[src/rtl/irq_lvl_sync_pkg.sv]
package irq_lvl_sync_pkg;
  localparam int unsigned LINES_DEF  = 8;
  localparam int unsigned GROUPS_DEF = 4;
endpackage

[src/rtl/irq_grp_seq.sv]
module irq_grp_seq #(
  parameter int unsigned GROUPS = irq_lvl_sync_pkg::GROUPS_DEF,
  localparam int unsigned SW = $clog2(GROUPS)
) (
  input  logic          clk_i,
  input  logic          rst_ni,
  input  logic [SW-1:0] mode_i,
  output logic [SW-1:0] sel_o,
  output logic [SW-1:0] mode_o
);
  logic [SW-1:0] sel_q, mode_q, sel_d;
  logic          wrap;

  assign wrap  = (sel_q == mode_q);
  assign sel_d = wrap ? '0 : sel_q + SW'(1);

  always_ff @(posedge clk_i or negedge rst_ni) begin
    if (!rst_ni) begin
      sel_q  <= '0;
      mode_q <= '0;
    end else begin
      sel_q <= sel_d;
      if (wrap) mode_q <= mode_i;  // mode only switches at return to group 0
    end
  end

  assign sel_o  = sel_q;
  assign mode_o = mode_q;

  p_sel_in_range_r2: assert property (@(posedge clk_i) disable iff (!rst_ni)
    sel_q <= mode_q);
  p_sel_step_r2: assert property (@(posedge clk_i) disable iff (!rst_ni)
    1'b1 |=> (sel_q == '0) || (sel_q == $past(sel_q) + SW'(1)));
  p_mode_at_wrap_r9: assert property (@(posedge clk_i) disable iff (!rst_ni)
    (mode_q != $past(mode_q)) |-> (sel_q == '0));
endmodule

[src/rtl/irq_grp_capture.sv]
module irq_grp_capture #(
  parameter int unsigned LINES  = irq_lvl_sync_pkg::LINES_DEF,
  parameter int unsigned GROUPS = irq_lvl_sync_pkg::GROUPS_DEF,
  localparam int unsigned SW = $clog2(GROUPS),
  localparam int unsigned NB = LINES * GROUPS
) (
  input  logic             clk_i,
  input  logic             rst_ni,
  input  logic [SW-1:0]    sel_i,
  input  logic [SW-1:0]    mode_i,
  input  logic [LINES-1:0] lvl_i,
  output logic [NB-1:0]    store_o
);
  logic [GROUPS-1:0][LINES-1:0] grp_q;

  for (genvar g = 0; g < GROUPS; g++) begin : g_grp
    always_ff @(posedge clk_i or negedge rst_ni) begin
      if (!rst_ni)                  grp_q[g] <= '0;
      else if (SW'(g) > mode_i)     grp_q[g] <= '0;  // unvisited groups are flushed
      else if (sel_i == SW'(g))     grp_q[g] <= lvl_i;
    end

    p_capture_r3: assert property (@(posedge clk_i) disable iff (!rst_ni)
      (sel_i == SW'(g)) |=> (grp_q[g] == $past(lvl_i)));
    p_hold_r4: assert property (@(posedge clk_i) disable iff (!rst_ni)
      (sel_i != SW'(g) && SW'(g) <= mode_i) |=> $stable(grp_q[g]));
    p_flush_r6: assert property (@(posedge clk_i) disable iff (!rst_ni)
      (SW'(g) > mode_i) |=> (grp_q[g] == '0));
  end

  assign store_o = grp_q;
endmodule

[src/rtl/irq_pend_view.sv]
module irq_pend_view #(
  parameter int unsigned LINES  = irq_lvl_sync_pkg::LINES_DEF,
  parameter int unsigned GROUPS = irq_lvl_sync_pkg::GROUPS_DEF,
  localparam int unsigned SW = $clog2(GROUPS),
  localparam int unsigned NB = LINES * GROUPS
) (
  input  logic [NB-1:0] store_i,
  input  logic [SW-1:0] mode_i,
  output logic [NB-1:0] irq_o,
  output logic [NB-1:0] pend_o
);
  logic [NB-1:0] vis;

  always_comb begin
    for (int g = 0; g < GROUPS; g++) begin
      vis[g*LINES +: LINES] = (g <= int'(mode_i)) ? store_i[g*LINES +: LINES] : '0;
    end
  end

  assign irq_o = vis;
  // top bit of group 0 doubles as summary of everything at or above it
  assign pend_o = {vis[NB-1:LINES], |vis[NB-1:LINES-1], vis[LINES-2:0]};
endmodule

[src/rtl/irq_lvl_sync.sv]
module irq_lvl_sync #(
  parameter int unsigned LINES  = irq_lvl_sync_pkg::LINES_DEF,
  parameter int unsigned GROUPS = irq_lvl_sync_pkg::GROUPS_DEF,
  localparam int unsigned SW = $clog2(GROUPS),
  localparam int unsigned NB = LINES * GROUPS
) (
  input  logic             clk_i,
  input  logic             rst_ni,
  input  logic [SW-1:0]    mode_i,
  input  logic [LINES-1:0] lvl_i,
  output logic [SW-1:0]    grp_sel_o,
  output logic [NB-1:0]    pend_o,
  output logic [NB-1:0]    irq_o
);
  logic [SW-1:0] sel, mode_eff;
  logic [NB-1:0] store;

  irq_grp_seq #(.GROUPS(GROUPS)) u_seq (
    .clk_i (clk_i),
    .rst_ni(rst_ni),
    .mode_i(mode_i),
    .sel_o (sel),
    .mode_o(mode_eff)
  );

  irq_grp_capture #(.LINES(LINES), .GROUPS(GROUPS)) u_cap (
    .clk_i  (clk_i),
    .rst_ni (rst_ni),
    .sel_i  (sel),
    .mode_i (mode_eff),
    .lvl_i  (lvl_i),
    .store_o(store)
  );

  irq_pend_view #(.LINES(LINES), .GROUPS(GROUPS)) u_view (
    .store_i(store),
    .mode_i (mode_eff),
    .irq_o  (irq_o),
    .pend_o (pend_o)
  );

  assign grp_sel_o = sel;

  p_fold_r7: assert property (@(posedge clk_i) disable iff (!rst_ni)
    (|irq_o[NB-1:LINES-1]) |-> pend_o[LINES-1]);
  p_raw_upper_r8: assert property (@(posedge clk_i) disable iff (!rst_ni)
    pend_o[NB-1:LINES] == irq_o[NB-1:LINES]);
  p_quiet_r1: assert property (@(posedge clk_i) disable iff (!rst_ni)
    (irq_o == '0) |-> (pend_o == '0));
endmodule

[config.mk]
export PLATFORM = sky130hd
export DESIGN_NAME = irq_lvl_sync
export DESIGN_NICKNAME = d
export VERILOG_FILES = /design/src/rtl/irq_lvl_sync_pkg.sv /design/src/rtl/irq_grp_seq.sv /design/src/rtl/irq_grp_capture.sv /design/src/rtl/irq_pend_view.sv /design/src/rtl/irq_lvl_sync.sv
export SDC_FILE = /design/constraint.sdc
export NUM_CORES = 1
export LEC_CHECK = 0
export BUFFER_PORTS_ARGS = -buffer_cell sky130_fd_sc_hd__buf_4
export CAP_MARGIN = 20
export CORE_MARGIN = 2
export CORE_UTILIZATION = 45
export CTS_BUF_LIST = sky130_fd_sc_hd__clkbuf_2
export DETAILED_ROUTE_END_ITERATION = 8
export MAX_ROUTING_LAYER = met4
export PLACE_DENSITY = 0.83
export SKIP_LAST_GASP = 1
export SYNTH_ARGS = -nofsm -noshare
export SYNTH_HDL_FRONTEND = slang
export SYNTH_SLANG_ARGS = --single-unit
[constraint.sdc]
create_clock -name clk_i -period 3.71 [get_ports clk_i]
set_clock_uncertainty 0.1 [all_clocks]
set_input_delay 0.742 -clock clk_i [delete_from_list [all_inputs] [get_ports clk_i]]
set_output_delay 0.742 -clock clk_i [all_outputs]
set_load 0.005 [all_outputs]
### Word-level counts from Yosys, hierarchy flattened

Cells that the tools add are included.

* register bits: 36
* input port bits: 12
* output and inout bits: 66

* add/subtract/negate cells: 1
* magnitude comparators: 7
* equality and inequality tests: 4
* mux-type cells: 12
* reductions and logical operators: 6

Operators by type and width (count)
* $mux W8: 11
* $reduce_or A25 Y1: 1
* $reduce_bool A2 Y1: 4
* $eq A2 B2 Y1 const B: 2
* $gt A1 B2 Y1 const A: 2
* $gt A2 B2 Y1 const A: 2
* $le A2 B2 Y1 const A: 2
* $add A2 B1 Y2 const B: 1
* $eq A2 B1 Y1 const B: 1
* $eq A2 B2 Y1: 1
* $le A1 B2 Y1 const A: 1
* $logic_not A2 Y1: 1
* $mux W2: 1

### Longest topological paths before layout

Gate-level depths: netlist (run 1).

* depth after elaboration: 3
* depth in mapped cells: 5

### Hierarchy

Synthesis (run 1) repeated with hierarchy kept, for this count alone.

* cell total of the unflattened synthesis: 206
* area total of the unflattened synthesis: 2073.2 µm²

By module, submodules not included
* irq_grp_capture: instances 1, cells each 107, area an instance 1318.8 µm², seq. area each 800.8 µm²
* irq_pend_view: instances 1, cells each 79, area an instance 553.0 µm², seq. area each 0.0 µm²
* irq_grp_seq: instances 1, cells each 20, area an instance 201.4 µm², seq. area each 100.1 µm²

### Worst setup path before layout (run 1)

No wires, ideal clock.

* path type: flip-flop to output port
* start point: reg u_cap.grp_q (netlist bit u_cap.store_o[21])
* end point: out pend_o[7]
* arrival time: 1232 ps
* required time: 2868 ps
* path slack: 1636 ps
* cell stages (with the launch flop): 4
* path through: dfrtp_1 > nor4_2 > a31oi_1 > or4b_1

* longest elaborated chain between the ends: 2

Ends and longest elaborated chain
* start, declared: line irq_grp_capture.sv:14 `logic [GROUPS-1:0][LINES-1:0] grp_q;`
* start signal, assigned by index: line irq_grp_capture.sv:20 `else if (sel_i == SW'(g)) grp_q[g] <= lvl_i;`
* $mux W8: line irq_pend_view.sv:16 `vis[g*LINES +: LINES] = (g <= int'(mode_i)) ? store_i[g*LINES +: LINES] : '0;`
* $reduce_or A25 Y1: line irq_pend_view.sv:22 `assign pend_o = {vis[NB-1:LINES], |vis[NB-1:LINES-1], vis[LINES-2:0]};`
* end, declared: line irq_lvl_sync.sv:12 `output logic [NB-1:0] pend_o,`

No other way between the ends.

### Worst setup path in the final report (run 1)

* start point: reg u_seq.mode_q[1], in the netlist u_seq.mode_o[1]
* end point: out pend_o[7]

* longest elaborated chain between the ends: 3
* elaborated cells on any way between the ends: 7
* those cells by class: order compare: 3; mux: 3; reduce/logical: 1

Ends and longest elaborated chain
* start, declared: line irq_grp_seq.sv:11 `logic [SW-1:0] sel_q, mode_q, sel_d;`
* start signal, assigned: line irq_grp_seq.sv:23 `if (wrap) mode_q <= mode_i;`
* $le A1 B2 Y1 or $le A2 B2 Y1 (tied branches): line irq_pend_view.sv:16
* $mux W8: line irq_pend_view.sv:16
* $reduce_or A25 Y1 (*): line irq_pend_view.sv:22

Mark *: on every way between the ends. The rest lies on a longest branch, timed or not.

==> out/qor.csv, run 1 <==
stage;metric;value;unit
status;status;finished, final reports clean;
timing;Fin. Hold Viols;0;
floorplan;Core ar.;4380;sq um
synthesis;top_reg_cell synth;dfrtp_1;
cells_and_area;area grow syn2layout;16.6;%
setup_path;critical path class;reg2out;
setup_path;Crit path required time;2.87;ns
global_routing;initial antenna violation count;0;
setup_path;crit path DAT;2.26;ns
synthesis;Synth top area share;43.7;%
cells_and_area;register area;901;sq um
timing;Max Clock Freq;322;MHz
global_routing;largest net degree at the start of global routing;37;
synthesis;Post-synth EDFFs;0;
power;PD cells;956;nW/um^2
setup_path;Worst Path Max Fanout;25;
synthesis;top post-synthesis cells by count;39 x buf_4, 36 x dfrtp_1, 26 x nor2_1, 24 x mux2i_1;
global_routing;GRT overflow;0;
cts;CTS buffer count;5;
global_routing;grt met3 use;4.36;%
floorplan;Die X-Extent;71.7;um
setup_path;Crit path largest cell delay;0.68;ns
placed_design;placed cell count;279;
setup_path;CP Cell Sequence;nor2_4 > a21oi_1 > or4b_1 > buf_4;
detailed_routing;via count;1474;
placed_design;Post-Place Setup Slack;1.03;ns
floorplan;die height;71.7;um
detailed_routing;via/cell ratio;5.15;
synthesis;post-synthesis register bit count;36;
cells_and_area;layout cells sized above 1;41.5;%
global_routing;GR Layer Usage met1;24.3;%
timing;normalized max-slew margin;51.0;%
synthesis;Post-Syn Area;2060;sq um
timing;Setup Viol. Count Final;0;
detailed_routing;Routed Antenna Nets;0;
placed_design;port bufs;77;
cts;post_cts resized;0;
synthesis;Mapped Cells;199;
synthesis;register area share after synthesis;43.7;%
synthesis;Synth cell types;32;
cells_and_area;area of the multi-input gates;812;sq um
detailed_routing;WL/cell;15.3;um
cts;Clock Sinks;36;
detailed_routing;drt initial violations;83;
timing;RSZ-0062 raised after global routing;no;
setup_path;crit end category;output port;
synthesis;Synthesized Nets;215;
cells_and_area;Post-Layout Cell Count;286;
synthesis;syn_area_per_cell;10.4;sq um
synthesis;asr flop ratio synth;100;%
detailed_routing;DRT Wirelength;4.39;mm
timing;Tightest Pin Transition;0.734;ns
cts;clk slew on worst S/H paths;0.17;ns
run;MaxCap Viol Count;0;
global_routing;GRT Overall Usage;18.5;%
cts;clk buf depth;2;
timing;Setup TNS Final;0;ns
global_routing;vias in the first global route;1416;
global_routing;most used routing layer;met2;
cells_and_area;# fillers;421;
placed_design;GP Congestion;0.841;
cts;CTS tree;yes;
power;Max VDD drop;0.000411;V
synthesis;cell with the most instances after synthesis;buf_4;
cts;clk_lat worst skew;0.38;ns
floorplan;row cnt;24;
cts;Post-CTS Setup Bufs;0;
synthesis;Yosys top cell by area;dfrtp_1;
cts;# hold bufs at CTS;0;
timing;Slew Limit Fails;0;
setup_path;CP max stage cell;dfrtp_1;
power;Final Power;0.00230;W
timing;Min Clock Period, post-route;3.10;ns
detailed_routing;DRC Markers;0;
global_routing;first-pass GRT wire length;7.00;mm
floorplan;starting density of the core;47.0;%
cells_and_area;# nets final;250;
power;Pleak;1.22;nW
floorplan;Ports;78;
placed_design;Final HPWL DP;3.30;mm
cts;H-tree depth;2;
synthesis;top cells by area, synth;dfrtp_1 44%, buf_4 14%, mux2i_1 12%;
setup_path;Worst setup SP type;flip-flop;
detailed_routing;drt first pass iters;4;
timing;Final WS setup;0.608;ns
floorplan;die area;5140;sq um
hold_path;worst min path class;in2async;
synthesis;synth warn;0;
timing;Final Cycle Share;83.6;%
cells_and_area;# diodes;0;
cts;Root Buffer;clkbuf_2;
global_routing;met2 Usage GRT;28.3;%
==> metrics by stage <==
stage	utilization (%)	hold slack (ns)	area, sq um
2_1_floorplan	-	0.346	2060
3_3_place_gp	54.0	0.420	2370
3_5_place_dp	54.0	0.429	2370
4_1_cts	54.8	0.182	2400
5_1_grt	54.8	0.181	2400
6_report	54.8	0.180	2400
==> cell usage in the layout, fill, tap and decap left out <==
cell type  synthesis  final
a21oi_1            3      3
and2_2             1      1
ha_1               4      4
nand2_1            2      2
inv_1              2      2
a31oi_1            1      1
buf_4             39     77
clkinv_1           1      1
and2b_1            4      4
mux2_2             8      8
a22o_1             1      1
xor2_1             1      1
nor2_1            26     26
nand2_2            1      1
xnor2_1            2      2
o31a_1             1      1
and3_1             8      8
clkinv_2           0      1
nor4_1             2      2
nor4_2             2      2
mux2i_1           24     24
a21o_1             1      1
dfrtp_1           36     36
nor2_4             1      1
nor2b_1            4      4
o21ai_0            4      4
and2_1             7      7
a21boi_0           1      1
clkbuf_2           0      6
nor3_1             1      1
or4b_1             1      1
==> final cells by class <==
| type | instances | area share, % |
|---|---|---|
| flip-flops and latches | 36 | 37.5 |
| multi-input cells | 111 | 33.8 |
| clock inverters | 1 | 0.208 |
| well taps | 52 | 2.71 |
| clock buffers | 6 | 1.25 |
| repair buffers | 77 | 24.1 |
| inverters | 3 | 0.469 |
==> critical path, delay by kind of cell (launching register included) <==
| family | cells | cell delay (ns) |
|---|---|---|
| AND/OR/NAND/NOR | 2 | 0.97 |
| flip-flops | 1 | 0.68 |
| buffers and inverters | 1 | 0.16 |
| AO/OA/AOI/OAI | 1 | 0.07 |
==> power by group <==
part,switching [W],internal (W)
logic,0.000543,0.000768
registers,0.000224,0.000592
clock network,0.000125,0.0000449
total,0.000891,0.00140
==> routing by layer <==
| layer | up-vias | share of wire, % |
|---|---|---|
| li1 | 688 | - |
| met1 | 731 | 42 |
| met2 | 50 | 50 |
| met3 | 5 | 5.7 |
| met4 | 0 | 1.5 |
| met5 | - | 0 |
==> registers in the layout (all words and copies together) (netlist names) <==
name	flops
u_cap.store_o	32
u_seq.mode_o	2
u_seq.sel_o	2
==> cell families after synthesis <==
| logic type | count (synthesis) | share of synthesized area, % |
|---|---|---|
| compound gates | 12 | 3.58 |
| fa+ha+maj | 4 | 2.43 |
| xor+xnor | 3 | 1.28 |
| simple gates | 60 | 16.1 |
| buf+inv | 52 | 16.9 |
| mux | 32 | 16.0 |
| flops | 36 | 43.7 |
==> final timing paths <==
kind / start / end / slack [ns] / cells after the start
max: u_seq.mode_o[1] / pend_o[7] / 0.61 / 4
min: rst_ni / u_cap.store_o[2] / 0.18 / 1
max reg2reg: u_seq.sel_o[1] / u_cap.store_o[9] / 2.02 / 4
min reg2reg: u_cap.store_o[2] / u_cap.store_o[2] / 0.46 / 1
max in group asynchronous: rst_ni / u_cap.store_o[12] / 3.01 / 1
min in group clk_i: u_cap.store_o[2] / u_cap.store_o[2] / 0.46 / 1
Power figures use the tool's default switching activity.
==> run 2: changes to the inputs <==
--- a/config.mk
+++ b/config.mk
@@ -12,7 +12,7 @@
 export CTS_BUF_LIST = sky130_fd_sc_hd__clkbuf_2
 export DETAILED_ROUTE_END_ITERATION = 8
 export MAX_ROUTING_LAYER = met4
-export PLACE_DENSITY = 0.83
+export PLACE_DENSITY = 0.86
 export SKIP_LAST_GASP = 1
 export SYNTH_ARGS = -nofsm -noshare
 export SYNTH_HDL_FRONTEND = slang
==> constraint.sdc (replaced) <==
create_clock -name clk_i -period 2.8 [get_ports clk_i]
set_clock_uncertainty 0.1 [all_clocks]
set_input_delay 0.56 -clock clk_i [delete_from_list [all_inputs] [get_ports clk_i]]
set_output_delay 0.56 -clock clk_i [all_outputs]
set_load 0.005 [all_outputs]
==> out/qor.csv, run 2 (synthesized netlist as in run 1, its figures left out) <==
stage;metric;value;unit
cells_and_area;layout cells sized above 1;42.2;%
placed_design;port bufs;77;
setup_path;Crit path largest cell delay;0.60;ns
cells_and_area;most frequent cells in the layout;79 x buf_4, 35 x dfrtp_1, 26 x nor2_1;
power;PD cells;1270;nW/um^2
setup_path;Crit path required time;2.14;ns
timing;Max Clock Freq;380;MHz
status;failing checks;negative hold slack;
setup_path;critical path class;reg2out;
detailed_routing;drt first pass iters;4;
floorplan;die area;5140;sq um
global_routing;GRT overflow;0;
hold_path;worst min path class;in2async;
power;Final Power;0.00307;W
floorplan;starting density of the core;47.0;%
detailed_routing;via/cell ratio;5.04;
setup_path;Worst Path Max Fanout;16;
power;Reg power frac;35.3;%
timing;Min Clock Period, post-route;2.63;ns
cells_and_area;Finished Cell Area;2420;sq um
timing;normalized max-slew margin;66.4;%
cts;clk_lat worst skew;0.37;ns
setup_path;CP Cell Sequence;nand2_2 > o21ai_0 > or4b_1 > buf_4;
detailed_routing;via count;1456;
detailed_routing;DRT Wirelength;4.45;mm
setup_path;Buffers & Inverters on Critical Path;1;
global_routing;initial antenna violation count;0;
setup_path;crit end category;output port;
setup_path;CP max stage cell;dfrtp_1;
detailed_routing;WL/cell;15.4;um
status;status;complete, but fails checks;
setup_path;CP startpoint;u_seq.mode_o[0];
setup_path;Reg-to-Reg Start;u_seq.sel_o[1];
cts;H-tree depth;2;
setup_path;crit path DAT;1.97;ns
timing;Setup Viol. Count Final;0;
placed_design;Final HPWL DP;3.25;mm
detailed_routing;drt initial violations;158;
power;Clk pwr share;7.7;%
power;Max VDD drop;0.000448;V
cells_and_area;most common cell after layout, fill and taps aside;buf_4;
cells_and_area;# nets final;252;
setup_path;r2r setup slk;1.17;ns
timing;Final Cycle Share;93.9;%
timing;Slew Limit Fails;0;
placed_design;GP Congestion;0.858;
timing;Fin. Hold Viols;10;
detailed_routing;Routed Antenna Nets;0;
run;MaxCap Viol Count;0;
global_routing;largest net degree at the start of global routing;37;
cts;CTS tree;yes;
timing;Tightest Pin Transition;0.505;ns
cts;clk slew on worst S/H paths;0.19;ns
timing;RSZ-0062 raised after global routing;no;
global_routing;GRT Overall Usage;18.2;%
floorplan;Die X-Extent;71.7;um
power;Comb power frac;57.0;%
floorplan;Ports;78;
placed_design;dpl cell area;2380;sq um
cts;CTS buffer count;5;
global_routing;vias in the first global route;1346;
setup_path;CP top delay family;simple AND/OR/NAND/NOR gates;
cts;# hold bufs at CTS;0;
power;internal power;0.00188;W
setup_path;FF-to-FF path depth;3;
timing;hold_ws;-0.00689;ns
cells_and_area;# fillers;403;
cells_and_area;area grow syn2layout;17.5;%
cells_and_area;max FFs per register;32;
floorplan;Core ar.;4380;sq um
floorplan;row cnt;24;
cells_and_area;# diodes;0;
setup_path;Worst setup SP type;flip-flop;
cts;clk buf depth;2;
setup_path;reg2reg end;u_cap.store_o[1];
power;Sw Pwr;0.00118;W
global_routing;first-pass GRT wire length;6.90;mm
detailed_routing;DRC Markers;0;
cts;Clock Sinks;36;
floorplan;die height;71.7;um
cts;Root Buffer;clkbuf_2;
power;switch share;38.6;%
timing;Setup TNS Final;0;ns
power;Pleak;1.24;nW
run 2: worst max path at each step:
stage / endpoint / slack, ns / cells after the start
after floorplan: pend_o[7] / 0.91 / 3
after global placement: pend_o[7] / 0.58 / 4
after detailed placement: pend_o[7] / 0.54 / 4
after CTS: pend_o[7] / 0.08 / 4
after global routing: pend_o[7] / 0.01 / 4
final: pend_o[7] / 0.17 / 4
run 2: metrics by stage:
step                worst slack [ns]  cells  hold WS [ns]  util (%)
finish                         0.171    289      -0.00689      55.3
CTS                           0.0841    289       0.00803      55.2
floorplan                      0.908    199         0.164         -
detailed placement             0.541    281         0.430      54.3
global route                  0.0120    289       0.00696      55.3
global placement               0.580    281         0.421      54.3
run 2: repair_timing:
| item | CTS | global route |
|---|---|---|
| setup buffers | 0 | 0 |
| resized for setup | 0 | 1 |
| setup endpoints to repair | 0 | 1 |
run 2: area by class of cell:
cell class | instances | area, sq um | area share [%]
repair buffers | 79 | 593 | 24.5
well taps | 52 | 65.1 | 2.69
multi-input cells | 111 | 812 | 33.5
clock buffers | 7 | 35.0 | 1.45
clock inverters | 1 | 3.75 | 0.155
inverters | 3 | 11.3 | 0.465
flip-flops and latches | 36 | 902 | 37.2
run 2: routing by layer:
layer	share of wire, %	global-route usage, %	vias up
met4	0.90	3.77	0
met5	0	-	-
li1	-	-	693
met2	50	29.3	46
met1	44	22.9	711
met3	5.1	5.34	6
run 2: power groups by stage:
| stage | Sequential, W | Clock, W | Combinational, W |
|---|---|---|---|
| finish | 0.00108 | 0.000236 | 0.00175 |
| global route | 0.00113 | 0.000260 | 0.00191 |
| CTS | 0.00108 | 0.000238 | 0.00177 |
| detailed placement | 0.00109 | 0 | 0.00176 |
| global placement | 0.00107 | 0 | 0.00173 |
| floorplan | 0.000958 | 0 | 0.00134 |
